--- src/rtl/dct_pkg.sv ---
package dct_pkg;
   localparam int NCH = 2;
   localparam int AW  = 3;
   localparam logic [AW-1:0] A_CTRL  = 3'd0;
   localparam logic [AW-1:0] A_TMR_L = 3'd1;
   localparam logic [AW-1:0] A_TMR_H = 3'd2;
   localparam logic [AW-1:0] A_P1_L  = 3'd3;
   localparam logic [AW-1:0] A_P1_H  = 3'd4;
   localparam logic [AW-1:0] A_P2_L  = 3'd5;
   localparam logic [AW-1:0] A_P2_H  = 3'd6;
   localparam int CB_RUN  = 0;
   localparam int CB_MODE = 1;
   localparam int CB_OVF  = 4;
endpackage

--- src/rtl/dct_timer.sv ---
module dct_timer #(
   parameter int W = 16
) (
   input  logic         clk,
   input  logic         rst_n,
   input  logic         run,
   input  logic         wrap_en,
   input  logic [W-1:0] limit,
   output logic [W-1:0] cnt
);
   always_ff @(posedge clk or negedge rst_n) begin
      if (!rst_n)
         cnt <= '0;
      else if (run) begin
         if (wrap_en && (cnt == limit))
            cnt <= '0;
         else
            cnt <= cnt + 1'b1;
      end
   end
endmodule

--- src/rtl/dct_capture.sv ---
module dct_capture #(
   parameter int W        = 16,
   parameter int BW       = 8,
   parameter bit WRITABLE = 1'b0
) (
   input  logic          clk,
   input  logic          rst_n,
   input  logic          cap_en,
   input  logic          evt,
   input  logic [W-1:0]  tmr,
   input  logic          rd_lo,
   input  logic          rd_hi,
   input  logic          wr_lo,
   input  logic          wr_hi,
   input  logic [BW-1:0] wdata,
   input  logic          ovf_clr,
   output logic [W-1:0]  val,
   output logic          full,
   output logic          ovf
);
   if (W != 2 * BW) begin : g_bad_width
      $error("dct_capture: W must be twice BW");
   end

   logic [1:0] seen_q;
   logic       release_now;
   logic       open_now;
   logic       take;

   // completing read is ordered ahead of a same-cycle strobe
   assign release_now = full & (seen_q[0] | rd_lo) & (seen_q[1] | rd_hi);
   assign open_now    = ~full | release_now;
   assign take        = cap_en & evt & open_now;

   always_ff @(posedge clk or negedge rst_n) begin
      if (!rst_n) begin
         full   <= 1'b0;
         seen_q <= 2'b00;
      end else if (!cap_en) begin
         full   <= 1'b0;
         seen_q <= 2'b00;
      end else if (take) begin
         full   <= 1'b1;
         seen_q <= 2'b00;
      end else if (release_now) begin
         full   <= 1'b0;
         seen_q <= 2'b00;
      end else begin
         seen_q <= seen_q | {rd_hi, rd_lo};
      end
   end

   always_ff @(posedge clk or negedge rst_n) begin
      if (!rst_n)
         ovf <= 1'b0;
      else if (cap_en && evt && !open_now)
         ovf <= 1'b1;
      else if (ovf_clr)
         ovf <= 1'b0;
   end

   if (WRITABLE) begin : g_rw
      always_ff @(posedge clk or negedge rst_n) begin
         if (!rst_n)
            val <= '0;
         else if (take)
            val <= tmr;
         else if (!cap_en) begin
            if (wr_lo) val[BW-1:0] <= wdata;
            if (wr_hi) val[W-1:BW] <= wdata;
         end
      end
   end else begin : g_ro
      logic unused_wr;
      assign unused_wr = ^{wr_lo, wr_hi, wdata};
      always_ff @(posedge clk or negedge rst_n) begin
         if (!rst_n)
            val <= '0;
         else if (take)
            val <= tmr;
      end
   end
endmodule

--- src/rtl/dual_capture_timer.sv ---
module dual_capture_timer #(
   parameter int CNT_W  = 16,
   parameter int BYTE_W = 8
) (
   input  logic                    clk,
   input  logic                    rst_n,
   input  logic [dct_pkg::AW-1:0]  addr,
   input  logic                    wr_en,
   input  logic                    rd_en,
   input  logic [BYTE_W-1:0]       wdata,
   output logic [BYTE_W-1:0]       rdata,
   input  logic [dct_pkg::NCH-1:0] cap_evt
);
   import dct_pkg::*;

   if (CNT_W != 2 * BYTE_W) begin : g_bad_cfg
      $error("dual_capture_timer: CNT_W must be twice BYTE_W");
   end
   if (BYTE_W <= CB_OVF + NCH) begin : g_bad_byte
      $error("dual_capture_timer: BYTE_W too small for control bits");
   end

   logic             run_q;
   logic             mode_q;
   logic [CNT_W-1:0] tmr;
   logic [CNT_W-1:0] cap_val [NCH];
   logic [NCH-1:0]   cap_full;
   logic [NCH-1:0]   cap_ovf;
   logic             ctrl_wr;

   assign ctrl_wr = wr_en && (addr == A_CTRL);

   always_ff @(posedge clk or negedge rst_n) begin
      if (!rst_n) begin
         run_q  <= 1'b0;
         mode_q <= 1'b0;
      end else if (ctrl_wr) begin
         run_q  <= wdata[CB_RUN];
         mode_q <= wdata[CB_MODE];
      end
   end

   dct_timer #(.W(CNT_W)) u_tmr (
      .clk     (clk),
      .rst_n   (rst_n),
      .run     (run_q),
      .wrap_en (~mode_q),
      .limit   (cap_val[0]),
      .cnt     (tmr)
   );

   for (genvar i = 0; i < NCH; i++) begin : g_ch
      localparam logic [AW-1:0] LO = A_P1_L + AW'(2 * i);
      localparam logic [AW-1:0] HI = A_P1_H + AW'(2 * i);
      logic en;
      if (i == 0) begin : g_shared
         assign en = mode_q;
      end else begin : g_plain
         assign en = 1'b1;
      end
      dct_capture #(
         .W        (CNT_W),
         .BW       (BYTE_W),
         .WRITABLE (i == 0)
      ) u_cap (
         .clk     (clk),
         .rst_n   (rst_n),
         .cap_en  (en),
         .evt     (cap_evt[i]),
         .tmr     (tmr),
         .rd_lo   (rd_en && (addr == LO)),
         .rd_hi   (rd_en && (addr == HI)),
         .wr_lo   (wr_en && (addr == LO)),
         .wr_hi   (wr_en && (addr == HI)),
         .wdata   (wdata),
         .ovf_clr (ctrl_wr && !wdata[CB_OVF + i]),
         .val     (cap_val[i]),
         .full    (cap_full[i]),
         .ovf     (cap_ovf[i])
      );
   end

   always_comb begin
      rdata = '0;
      case (addr)
         A_CTRL: begin
            rdata[CB_RUN]               = run_q;
            rdata[CB_MODE]              = mode_q;
            rdata[CB_OVF +: NCH]        = cap_ovf;
         end
         A_TMR_L: rdata = tmr[BYTE_W-1:0];
         A_TMR_H: rdata = tmr[CNT_W-1:BYTE_W];
         A_P1_L:  rdata = cap_val[0][BYTE_W-1:0];
         A_P1_H:  rdata = cap_val[0][CNT_W-1:BYTE_W];
         A_P2_L:  rdata = cap_val[1][BYTE_W-1:0];
         A_P2_H:  rdata = cap_val[1][CNT_W-1:BYTE_W];
         default: rdata = '0;
      endcase
   end
endmodule

--- config.mk ---
export PLATFORM = sky130hd
export DESIGN_NAME = dual_capture_timer
export DESIGN_NICKNAME = d
export VERILOG_FILES = /design/src/rtl/dct_pkg.sv /design/src/rtl/dct_timer.sv /design/src/rtl/dct_capture.sv /design/src/rtl/dual_capture_timer.sv
export SDC_FILE = /design/constraint.sdc
export NUM_CORES = 1
export LEC_CHECK = 0
export CAP_MARGIN = 20
export CORE_UTILIZATION = 63
export DETAILED_ROUTE_END_ITERATION = 10
export PLACE_DENSITY = 0.92
export SYNTH_ARGS = -nofsm -noshare
export SYNTH_HDL_FRONTEND = slang
export SYNTH_SLANG_ARGS = --single-unit
export TNS_END_PERCENT = 50
--- constraint.sdc ---
create_clock -name clk -period 3.1 [get_ports clk]
set_input_delay 0.775 -clock clk [delete_from_list [all_inputs] [get_ports clk]]
set_output_delay 0.775 -clock clk [all_outputs]
set_load 0.01 [all_outputs]
==> impl_metrics.csv <==
group,metric,value,unit
outcome,outcome,"finished with violations",
outcome,violations,"setup timing",
synthesis,synth_nets,348,
global_route,grt_usage,0.358,
clock_network,cts_tree,"done",
finish,final_core_util,0.778,
worst_setup_path,crit_path_start_kind,"input port",
floorplanning,io_pins,25,
synthesis,ys_seq_area_frac,0.438,
worst_setup_path,worstPathArrival,2.33,ns
worst_hold_path,hold_path.class,"input port to asynchronous set/reset pin",
clock_network,clkSinkCount,58,
sta,hold_ws,0.466,ns
sta,finalHoldViolations,0,
finish,layout_common_cells,"dfrtp_1 (58), nor2_1 (48), a21oi_1 (34)",
sta,relSlewSlack,0.465,
synthesis,synth-edff-count,0,
worst_setup_path,path_delay_family,"buffers and inverters",
power_and_ir_drop,ir_drop,400,uV
sta,finalSetupViolations,1,
sta,min_period_over_period,1.00,
clock_network,htreeDepth,3,
detailed_routing,antenna_left,0,
synthesis,synthFlopType,"dfrtp_1",
sta,skew,0.00877,ns
worst_setup_path,cp_num_buf_inv,3,
clock_network,clk_latency,0.35,ns
detailed_routing,via_per_inst,6.41,
global_route,grt_start_max_net_pins,33,
floorplanning,rows,26,
worst_setup_path,cp_cell_sequence,"clkdlybuf4s15_2 -> buf_6 -> mux2i_1 -> nor2_1 -> a21oi_1 -> a21oi_1 -> clkdlybuf4s50_1",
worst_setup_path,cp_max_fo,16,
worst_setup_path,crit_path_end_kind,"output pin",
sta,period_needed,3.10,ns
detailed_routing,num_vias,2794,
clock_network,cts-root-buf,"clkbuf_8",
power_and_ir_drop,powerDensity,716,mW/mm2
finish,final_cell_area,0.00395,mm2
run,max_cap_violations,0,
detailed_routing,dr.pass1.iters,6,
sta,finalMaxSlewViolations,0,
placed_design,hpwl,5780,um
synthesis,synthCells,330,
floorplanning,die_area,0.00555,mm2
finish,syn_to_final_growth,19.2,%
worst_setup_path,cp_common_cell,"a21oi_1",
synthesis,synth_cell_types,45,
global_route,first_global_vias,2913,
detailed_routing,drtIter0Drc,282,
synthesis,synth_seq_cells,58,
floorplanning,chipWidth,74.5,um
sta,rsz0062_at_grt,"true",
power_and_ir_drop,p_total,2.83,mW
detailed_routing,wl,9060,um
placed_design,placed_cell_area,0.00370,mm2
finish,diodes,0,
detailed_routing,drc_errors,0,
finish,stdcell_count,436,
placed_design,portBuffers,24,
finish,drive_above_1_share,0.194,
detailed_routing,wire_per_inst,20.8,um
floorplanning,dieHeight,74.5,um
floorplanning,start_util,0.653,
worst_setup_path,max_stage_delay,0.48,ns
worst_setup_path,crit_cells,7,
placed_design,gp_congestion,0.852,
synthesis,async_flop_share,1.00,
global_route,grt_pass1_wl,14200,um
clock_network,cts.path.max_buffers,2,
placed_design,placedCellCount,418,
power_and_ir_drop,p_leak,1.83,nW
sta,setup_tns,-0.00470,ns
synthesis,synth_warnings,0,
sta,fin_ws,-0.00470,ns
finish,final_common_cell,"dfrtp_1",
global_route,antenna_found_initial,0,
clock_network,clk_pin_slew,0.07,ns
worst_setup_path,critPathKind,"input port to output pin",
global_route,grt_overflow,0,
clock_network,cts-buffers-inserted,9,
sta,fmax,322,MHz
worst_setup_path,cpMaxStageDelayCell,"clkdlybuf4s50_1",
finish,final_net_count,379,
worst_setup_path,reg2reg_depth,6,
floorplanning,core-area,0.00507,mm2
sta,tightest_slew,0.798,ns
placed_design,pre_cts_slack,-0.370,ns
synthesis,syn-mean-instance-area,10.0,um2
worst_setup_path,cp.required,2.32,ns
synthesis,synth_area,0.00331,mm2
layer usage:
metal	vias to the layer above	track usage	share of wire
met2	169	0.601	0.50
li1	1217	-	-
met4	0	0.191	0.047
met5	-	0	0
met3	61	0.112	0.082
met1	1347	0.408	0.38
state kept, by name, summed over array words and instances (netlist names):
name,cells
u_tmr.cnt,16
g_ch.u_cap.full,2
g_ch.u_cap.val,32
g_ch.en,1
run_q,1
g_ch.u_cap.ovf,2
g_ch.u_cap.seen_q,4
kinds of logic after synthesis:
kind of cell / Yosys count / synth area share
adders and majority gates: 1 / 0.00378
xor gates and xnor gates: 28 / 0.0740
AOI/OAI and AO/OA: 59 / 0.104
DFF: 58 / 0.438
and+or+nand+nor: 103 / 0.158
muxes: 48 / 0.175
buffers and inverters: 33 / 0.0476
final cells by class:
class | count | area [um2]
clock buffers | 9 | 124
clock inverters | 7 | 60.1
fillers | 307 | 1130
inverters | 7 | 26.3
multi-input cells | 239 | 1720
flip-flops and latches | 58 | 1450
well taps | 70 | 87.6
repair buffers | 46 | 480
synthesized netlist by cell type (all sizes together), types with 5 or more instances:
cell,n,area (um2)
a21oi,34,170
buf,8,61.3
clkbuf,18,70.1
dfrtp,58,1450
inv,7,26.3
mux2,19,251
mux2i,26,260
nand2,12,45.0
nand3,5,25.0
nand4,6,37.5
nor2,48,180
nor3,9,61.3
o21ai,13,68.8
xnor2,10,87.6
xor2,18,158
power breakdown:
part	switching [mW]	internal, mW
Clock	0.314	0.362
Sequential	0.258	0.974
Combinational	0.459	0.459
Total	1.03	1.79
worst paths after layout:
kind                                               endpoint                             start  slack [ns]
hold / removal                       g_ch[0].en$_DFFE_PN0P_                             rst_n        0.47
setup reg to reg                  u_tmr.cnt[13]$_DFFE_PN0P_          u_tmr.cnt[0]$_DFFE_PN0P_        0.81
setup / recovery                                   rdata[4]                           addr[2]      -0.005
min in group clk           g_ch[1].u_cap.val[3]$_DFFE_PN0P_  g_ch[1].u_cap.val[3]$_DFFE_PN0P_        0.51
hold reg to reg            g_ch[1].u_cap.val[3]$_DFFE_PN0P_  g_ch[1].u_cap.val[3]$_DFFE_PN0P_        0.51
max in group asynchronous  g_ch[0].u_cap.val[7]$_DFFE_PN0P_                             rst_n        2.02
worst register-to-register path, stage by stage, from the launching register on:
cell and delay, ns:
dfrtp_1 0.40, buf_4 0.18, xor2_1 0.16, nor4_1 0.30
nand3_1 0.25, nor3_2 0.71, nor2_1 0.14
timing repair:
item | in CTS | in global routing
gates cloned | 1 | 0
setup endpoints to repair | 8 | 4
setup buffers | 1 | 0
resized for setup | 16 | 5
hold buffers | 0 | 0
No activity file was read; power rests on OpenSTA's default activity.
